==> src/rtl/qdec_pkg.sv <==
package qdec_pkg;

    typedef enum logic {
        ST_SEED  = 1'b0,
        ST_TRACK = 1'b1
    } trk_state_e;

    // difference of phase indices modulo 4
    typedef enum logic [1:0] {
        MV_HOLD   = 2'd0,
        MV_UP     = 2'd1,
        MV_DOUBLE = 2'd2,
        MV_DOWN   = 2'd3
    } move_e;

    // maps {B,A} onto its position in the forward cycle 00,01,11,10
    function automatic logic [1:0] phase_of(input logic [1:0] ba);
        return {ba[1], ba[1] ^ ba[0]};
    endfunction

endpackage

==> src/rtl/qdec_sync.sv <==
module qdec_sync #(
    parameter int W      = 2,
    parameter int STAGES = 2
) (
    input  logic         clk,
    input  logic [W-1:0] d,
    output logic [W-1:0] q
);

    logic [W-1:0] stage_q [STAGES];

    always_ff @(posedge clk) begin
        stage_q[0] <= d;
    end

    for (genvar i = 1; i < STAGES; i++) begin : g_chain
        always_ff @(posedge clk) begin
            stage_q[i] <= stage_q[i-1];
        end
    end

    assign q = stage_q[STAGES-1];

endmodule

==> src/rtl/qdec_strobe.sv <==
module qdec_strobe #(
    parameter int SEL_W = 2
) (
    input  logic             clk,
    input  logic             rst_n,
    input  logic [SEL_W-1:0] div_sel,
    output logic             sample_en
);

    localparam int PER_W = (1 << SEL_W) - 1;

    logic [PER_W-1:0] cnt_q;
    logic [PER_W-1:0] limit;
    logic [SEL_W-1:0] act_q;

    always_comb limit = PER_W'((1 << act_q) - 1);

    assign sample_en = (cnt_q == limit);

    always_ff @(posedge clk or negedge rst_n) begin
        if (!rst_n) begin
            cnt_q <= '0;
            act_q <= '0;
        end else if (sample_en) begin
            cnt_q <= '0;
            act_q <= div_sel;
        end else begin
            cnt_q <= cnt_q + PER_W'(1);
        end
    end

    AST_SEL_LATCH: assert property (@(posedge clk) disable iff (!rst_n)
        !sample_en |=> $stable(act_q));

    AST_FULL_RATE: assert property (@(posedge clk) disable iff (!rst_n)
        (sample_en && div_sel == '0) |=> sample_en);

endmodule

==> src/rtl/qdec_step.sv <==
module qdec_step
    import qdec_pkg::*;
#(
    parameter int CNT_W = 32
) (
    input  logic                    clk,
    input  logic                    rst_n,
    input  logic                    sample_en,
    input  logic [1:0]              ab_sync,
    input  logic                    err_clr,
    output logic signed [CNT_W-1:0] pos,
    output logic                    count_err
);

    trk_state_e state_q, state_d;
    logic [1:0] prev_q;
    move_e      move;
    logic       judge;

    always_comb move = move_e'(phase_of(ab_sync) - phase_of(prev_q));

    assign judge = sample_en && (state_q == ST_TRACK);

    // next state
    always_comb begin
        state_d = state_q;
        unique case (state_q)
            ST_SEED:  state_d = ST_TRACK;
            ST_TRACK: state_d = ST_TRACK;
        endcase
    end

    // state register
    always_ff @(posedge clk or negedge rst_n) begin
        if (!rst_n) state_q <= ST_SEED;
        else        state_q <= state_d;
    end

    // outputs and datapath
    always_ff @(posedge clk or negedge rst_n) begin
        if (!rst_n) begin
            prev_q    <= '0;
            pos       <= '0;
            count_err <= 1'b0;
        end else begin
            unique case (state_q)
                ST_SEED: prev_q <= ab_sync;
                ST_TRACK: begin
                    if (sample_en) begin
                        prev_q <= ab_sync;
                        unique case (move)
                            MV_UP:   pos <= pos + CNT_W'(1);
                            MV_DOWN: pos <= pos - CNT_W'(1);
                            default: ;
                        endcase
                    end
                end
            endcase
            if (judge && move == MV_DOUBLE) count_err <= 1'b1;
            else if (err_clr)               count_err <= 1'b0;
        end
    end

    AST_SEED_QUIET: assert property (@(posedge clk) disable iff (!rst_n)
        (state_q == ST_SEED) |=> $stable(pos));

    AST_IDLE_HOLD: assert property (@(posedge clk) disable iff (!rst_n)
        !judge |=> $stable(pos));

    AST_ONE_STEP: assert property (@(posedge clk) disable iff (!rst_n)
        judge |=> (pos == $past(pos) || pos == $past(pos) + CNT_W'(1)
                   || pos == $past(pos) - CNT_W'(1)));

    AST_DOUBLE_FLAG: assert property (@(posedge clk) disable iff (!rst_n)
        (judge && move == MV_DOUBLE) |=> (count_err && $stable(pos)));

    AST_ERR_STICKY: assert property (@(posedge clk) disable iff (!rst_n)
        (count_err && !err_clr) |=> count_err);

endmodule

==> src/rtl/qdec_top.sv <==
module qdec_top #(
    parameter int CNT_W  = 32,
    parameter int SEL_W  = 2,
    parameter int SYNC_N = 2
) (
    input  logic                    clk,
    input  logic                    rst_n,
    input  logic                    enc_a,
    input  logic                    enc_b,
    input  logic [SEL_W-1:0]        div_sel,
    input  logic                    err_clr,
    output logic signed [CNT_W-1:0] position,
    output logic                    count_err
);

    logic [1:0] ab_sync;
    logic       sample_en;

    qdec_sync #(.W(2), .STAGES(SYNC_N)) i_sync (
        .clk (clk),
        .d   ({enc_b, enc_a}),
        .q   (ab_sync)
    );

    qdec_strobe #(.SEL_W(SEL_W)) i_strobe (
        .clk       (clk),
        .rst_n     (rst_n),
        .div_sel   (div_sel),
        .sample_en (sample_en)
    );

    qdec_step #(.CNT_W(CNT_W)) i_step (
        .clk       (clk),
        .rst_n     (rst_n),
        .sample_en (sample_en),
        .ab_sync   (ab_sync),
        .err_clr   (err_clr),
        .pos       (position),
        .count_err (count_err)
    );

endmodule

==> config.mk <==
export PLATFORM = sky130hd
export DESIGN_NAME = qdec_top
export DESIGN_NICKNAME = d
export VERILOG_FILES = /design/src/rtl/qdec_pkg.sv /design/src/rtl/qdec_sync.sv /design/src/rtl/qdec_strobe.sv /design/src/rtl/qdec_step.sv /design/src/rtl/qdec_top.sv
export SDC_FILE = /design/constraint.sdc
export NUM_CORES = 1
export LEC_CHECK = 0
export BUFFER_PORTS_ARGS = -buffer_cell sky130_fd_sc_hd__clkbuf_2
export CORE_MARGIN = 2
export CORE_UTILIZATION = 52
export DETAILED_ROUTE_END_ITERATION = 8
export HOLD_SLACK_MARGIN = 0.08
export PLACE_DENSITY_LB_ADDON = 0.1
export SYNTH_ARGS = -nofsm -noshare
export SYNTH_HDL_FRONTEND = slang
export SYNTH_SLANG_ARGS = --single-unit
==> constraint.sdc <==
create_clock -name clk -period 4 [get_ports clk]
set_input_delay 0.2 -clock clk [delete_from_list [all_inputs] [get_ports clk]]
set_output_delay 0.2 -clock clk [all_outputs]
set_load 0.02 [all_outputs]
; ---- After elaboration in Yosys (flattened, before gate mapping)
; Memories as Yosys holds them, arrays and structs flattened.
; Index checks and enable logic that the tools add are counted.
; W data, S select, Z words.
[totals]
register_bits = 41
latchBits = 0
ramBits = 4
romBits = 0
input_bits = 7
out_inout_bits = 33
word_cells = 32
memories = 1
[classes]
add_sub_neg = 5
n_mul = 0
n_div = 0
order_cmp = 0
n_eq_ne = 5
n_shift = 1
muxes = 6
n_bitwise = 3
reduce_logical = 5
[mem_list]
columns = name, depth, word_bits, rd, rd_clocked_by_memory_dff, write_ports, line
row1 = i_sync.stage_q, 2, 2, 2, 0, 2, qdec_sync.sv:10  ; logic [W-1:0] stage_q [STAGES];
[op_table]
columns = operator, count
row1 = $pmux W32 S2, 1
row2 = $add A32 B2 Y32 const B, 1
row3 = $sub A32 B2 Y32 const B, 1
row4 = $eq A2 B2 Y1 const B, 2
row5 = $pmux W2 S2, 1
row6 = $reduce_bool A2 Y1, 2
row7 = $add A3 B1 Y3 const B, 1
row8 = $eq A3 B3 Y1, 1
row9 = $mux W3, 1
row10 = $reduce_and A3 Y1, 1
row11 = $shl A1 B2 Y3 const A, 1
row12 = $sub A3 B2 Y3 const B, 1
row13 = $eq A2 B1 Y1 const B, 1
row14 = $logic_and A1 B1 Y1, 2
row15 = $mux W1, 2
row16 = $mux W2, 1
row17 = $ne A2 B1 Y1 const B, 1
row18 = $sub A2 B2 Y2, 1
row19 = $xor A1 B1 Y1, 2
row20 = $not A1 Y1, 1

; ---- Longest topological paths before layout
[depth]
depth_word = 6
ltp_mapped = 15
depth_no_buf = 12

; ---- Cells and area by module
; A second synthesis with hierarchy kept.
[unflattened]
cells_unflattened = 358
hier_area_um2 = 3250.6
[by_module_without_submodules]
columns = mod, n_inst, cells_each, area_per_inst_um2, seq_area_each_um2
row1 = qdec_step, 1, 314, 2748.9, 900.9
row2 = qdec_strobe, 1, 38, 406.6, 125.1
row3 = qdec_sync, 1, 6, 95.1, 80.1

; ---- Least setup slack after synthesis
; OpenSTA, ideal clock, no wires.
[synth_timing]
path_type = reg-to-reg
from = register i_step.prev_q[1]
to = register i_step.pos[26]
arrival_time_ns = 3.673
t_required_ns = 3.870
path_slack_ns = 0.197
stages_incl_launch_ff = 16
n_path_buf = 3
synth_period_minus_slack_ns = 3.803
cell_sequence = dfrtp_1 xor2_1 ha_1 xnor3_2 or2_1 clkbuf_1 clkbuf_1 xnor2_1 ha_1 clkbuf_1 and4_1 o21ai_0 o32ai_1 mux2i_1 nand2_1 xnor2_1
[synth_between]
elab_chain_len = 5
[synth_rtl]
columns = element, line
row1 = "start, declared", qdec_step.sv:16  ; logic [1:0] prev_q;
row2 = "start signal, assigned", qdec_step.sv:47  ; ST_SEED: prev_q <= ab_sync;
row3 = "start signal, assigned", qdec_step.sv:50  ; prev_q <= ab_sync;
row4 = $xor A1 B1 Y1, qdec_pkg.sv:18  ; return {ba[1], ba[1] ^ ba[0]};
row5 = $sub A2 B2 Y2 (*), qdec_step.sv:20  ; always_comb move = move_e'(phase_of(ab_sync) - phase_of(prev_q));
row6 = $eq A2 B1 Y1 or $eq A2 B2 Y1 (tied branches), qdec_step.sv:51  ; unique case (move)
row7 = $reduce_bool A2 Y1 (no line), n/a
row8 = $reduce_and A3 Y1 (no line), n/a
row9 = "end signal, assigned", qdec_step.sv:52  ; MV_UP: pos <= pos + CNT_W'(1);
row10 = "end signal, assigned", qdec_step.sv:53  ; MV_DOWN: pos <= pos - CNT_W'(1);
row11 = "end, declared", qdec_step.sv:11  ; output logic signed [CNT_W-1:0] pos,
; Mark *: on every way between the ends. The rest lies on a longest branch, timed or not.
; A chain may end at the register's enable or synchronous reset.

; ---- Worst setup path in the final report
[layout_timing]
from = register i_step.prev_q[1]
to = register i_step.pos[30]
; Same word-level chain as after synthesis.

==> flow_metrics.py <==
metrics = {
    "final_layout": {
        "stdcell_count": 439,
        "antenna_cells": 0,
        "syn_to_final_growth_pct": 11.0,
        "fin_nets": 376,
        "final_util_pct": 59.4,
        "drive_above_1_share_pct": 17.4,
        "nFillCells": 511,
        "seqCellArea_um2": 1110,
        "stdcell_area_um2": 3270,
        "layout_commonest_cell": "dfrtp_1",
        "final_cell_mix": "41 x dfrtp_1, 39 x clkbuf_2, 34 x nand2_1",
        "multi_input_area_um2": 1720,
    },
    "synth": {
        "synthTopCellsByArea": "dfrtp_1 35%, xnor2_1 5.9%, xor2_1 5.1%, nor4_1 4.5%, nand2_1 4.3%",
        "synth_edf_count": 0,
        "yosys.area_share.simple_pct": 30.2,
        "synth.net_count": 354,
        "synth_xor_area_share_pct": 11.8,
        "async_flop_share_pct": 91.1,
        "synth-seq-area-share_pct": 37.5,
        "synth_compound_area_share_pct": 12.6,
        "synthFlopType": "dfrtp_1",
        "synth_top_family_by_area": "simple AND/OR/NAND/NOR gates",
        "synth_top_cell_by_area": "dfrtp_1",
        "synth_area_um2": 2950,
        "syn_inst": 344,
        "synth_top_area_share_pct": 34.8,
        "synth_cell_types": 54,
        "yosysWarnings": 0,
        "synth_fa_ha_area_share_pct": 1.27,
        "avgSynthCellArea_um2": 8.57,
        "muxShareOfSynthArea_pct": 2.21,
        "ys_ff_latch": 45,
    },
    "floorplan": {
        "die_height_um": 79.3,
        "dieArea_um2": 6290,
        "io_pins": 40,
        "rows": 27,
        "die_w_um": 79.3,
        "core_um2": 5510,
        "start_util_pct": 53.5,
    },
    "route": {
        "num_vias": 2826,
        "wl_per_cell_um": 18.3,
        "ant_nets": 0,
        "drtPass1Iterations": 5,
        "drt_iter0_drc": 279,
        "finalWirelength_um": 8050,
        "vias_per_cell": 6.44,
        "route.detailed.drc": 0,
    },
    "power_and_ir_drop": {
        "cellLeakagePower_uw": 0.00138,
        "vdd_ir_drop_max_v": 0.000459,
        "powerDensity_nw_per_um2": 850,
    },
    "clocking": {
        "clk_latency_ns": 0.31,
        "clock_path_buffers": 2,
        "cts_tree": "yes",
        "clk_pin_slew_ns": 0.09,
        "htree_levels": 2,
        "numCtsBuffers": 5,
        "cts_setup_buffers": 0,
        "cts_root_buf": "clkbuf_8",
        "cts.sinks": 45,
    },
    "timing": {
        "fin_crit_sh_pct": 90.9,
        "finalHoldViolCount": 0,
        "max_freq_mhz": 275,
        "relSlewSlack_pct": 32.1,
        "setup_viol": 0,
        "drv_slew": 0,
        "rsz0062_at_grt": "false",
        "skew_ns": 0.0136,
        "worstMarginPinSlew_ns": 1.02,
        "finalSetupTns_ns": 0,
        "period_minus_slack_ns": 3.64,
    },
    "global_route": {
        "grt_usage_pct": 27.7,
        "grt_pass1_wl_um": 13700,
        "grt_pass1_vias": 2681,
        "gr-total-overflow": 0,
        "grt_max_degree": 42,
        "antenna_found_initial": 0,
    },
    "setup_path": {
        "crit_type": "reg2reg",
        "required_ns": 4.20,
        "crit_fanout": 9,
        "crit_path_max_incr_delay_ns": 0.51,
        "cp-end-kind": "register",
        "cp_slowest_cell": "xnor3_2",
        "arrival_ns": 3.84,
        "crit_path_start_kind": "register",
        "cp.buffers_inverters": 0,
        "crit_family": "simple AND/OR/NAND/NOR gates",
        "crit_chain": "xor2_1 > ha_1 > xnor3_2 > or2_1 > xnor2_1 > ha_1 > and4_1 > o21ai_0 > or3_1 > nor4_1 > a32oi_1 > xnor2_1",
        "timing.rr.start": "i_step.prev_q[1]",
        "crit_start": "i_step.prev_q[1]",
    },
    "placed_design": {
        "post_dp_cell_area_um2": 3150,
        "dp.cells": 429,
        "port_buffers": 39,
        "hpwl_um": 5620,
        "gp_congestion": 0.947,
    },
    "outcome": {
        "run_status": "complete, no violations",
    },
    "job": {
        "drv_cap": 0,
    },
    "worst_hold_path": {
        "hold_class": "in2async",
    },
}
## timing repair
action,4_1_cts,5_1_grt
hold endpoints to repair,2,0
hold buffers,2,0
gates resized for setup,0,0
## final cells by class
type / count / share of cell area, %
timing repair buffer: 46 / 7.73
multi-input combinational: 266 / 52.5
inverter: 2 / 0.230
clock buffer: 6 / 2.52
clock inverter: 2 / 0.421
tap: 72 / 2.75
sequential: 45 / 33.8
## path summary, 6_finish.rpt
path	endpoint	slack (ns)	cells after the start
setup reg to reg	i_step.pos[30]	0.36	12
hold reg to reg	i_sync.stage_q[0][3]	0.34	0
max in group asynchronous	i_step.pos[15]	3.31	1
hold / removal	i_strobe.act_q[0]	0.06	1
min in group clk	i_step.count_err	0.09	2
setup / recovery	i_step.pos[30]	0.36	12
## kinds of logic after synthesis
logic type / count (synthesis)
and+or+nand+nor: 165
muxes: 6
buffers and inverters: 33
other: 1
xor gates and xnor gates: 38
AOI/OAI and AO/OA: 53
adders and majority gates: 3
DFF: 45
## power by group
part / internal (µW) / switching, µW
Sequential: 617 / 363
Combinational: 564 / 932
Clock: 140 / 163
Total: 1320 / 1460
## metal layers
metal	vias to the layer above	share of wire, %	track usage (%)
li1	1311	-	-
met1	1356	44	39.6
met2	143	46	43.0
met3	16	7.8	4.32
met4	0	1.9	8.97
met5	-	0	0
## flip-flops by register name, indices dropped and copies added (netlist names)
| name | flops |
|---|---|
| i_step.pos | 32 |
| i_sync.stage_q | 4 |
| i_strobe.cnt_q | 3 |
| i_step.prev_q | 2 |
| i_strobe.act_q | 2 |
| i_step.count_err | 1 |
| i_step.state_q | 1 |
## worst register-to-register path: cells and delay by family, from the launching register on
| kind | cells | cell delay, ns |
|---|---|---|
| compound gates | 2 | 0.33 |
| simple gates | 4 | 1.29 |
| xor+xnor | 4 | 1.01 |
| fa+ha+maj | 2 | 0.50 |
| flops | 1 | 0.42 |
## Yosys cell counts (all sizes together), types with 2 or more instances
master	instances
dfrtp	41
nand2	34
clkbuf	28
nor4	22
nor2	21
xnor2	20
nor3	18
xor2	17
nand3	15
a21oi	14
and3	13
o21ai	12
or4	11
nand4	10
or3	5
and2	4
and4	4
dfxtp	4
mux2	4
a211oi	3
buf	3
ha	3
o2111ai	3
o22ai	3
o32ai	3
a31oi	2
a32oi	2
inv	2
mux2i	2
nand3b	2
o32a	2
or2	2
## stage by stage
| step | hold slack (ns) | power, µW | setup slack, ns |
|---|---|---|---|
| 2_1_floorplan | -0.0956 | 1990 | 0.197 |
| 3_3_place_gp | 0.303 | 2430 | 0.561 |
| 3_5_place_dp | 0.309 | 2450 | 0.400 |
| 4_1_cts | 0.0861 | 2760 | 0.391 |
| 5_1_grt | 0.0887 | 3010 | 0.0670 |
| 6_report | 0.0586 | 2780 | 0.365 |
(Power assumes the default switching activity.)
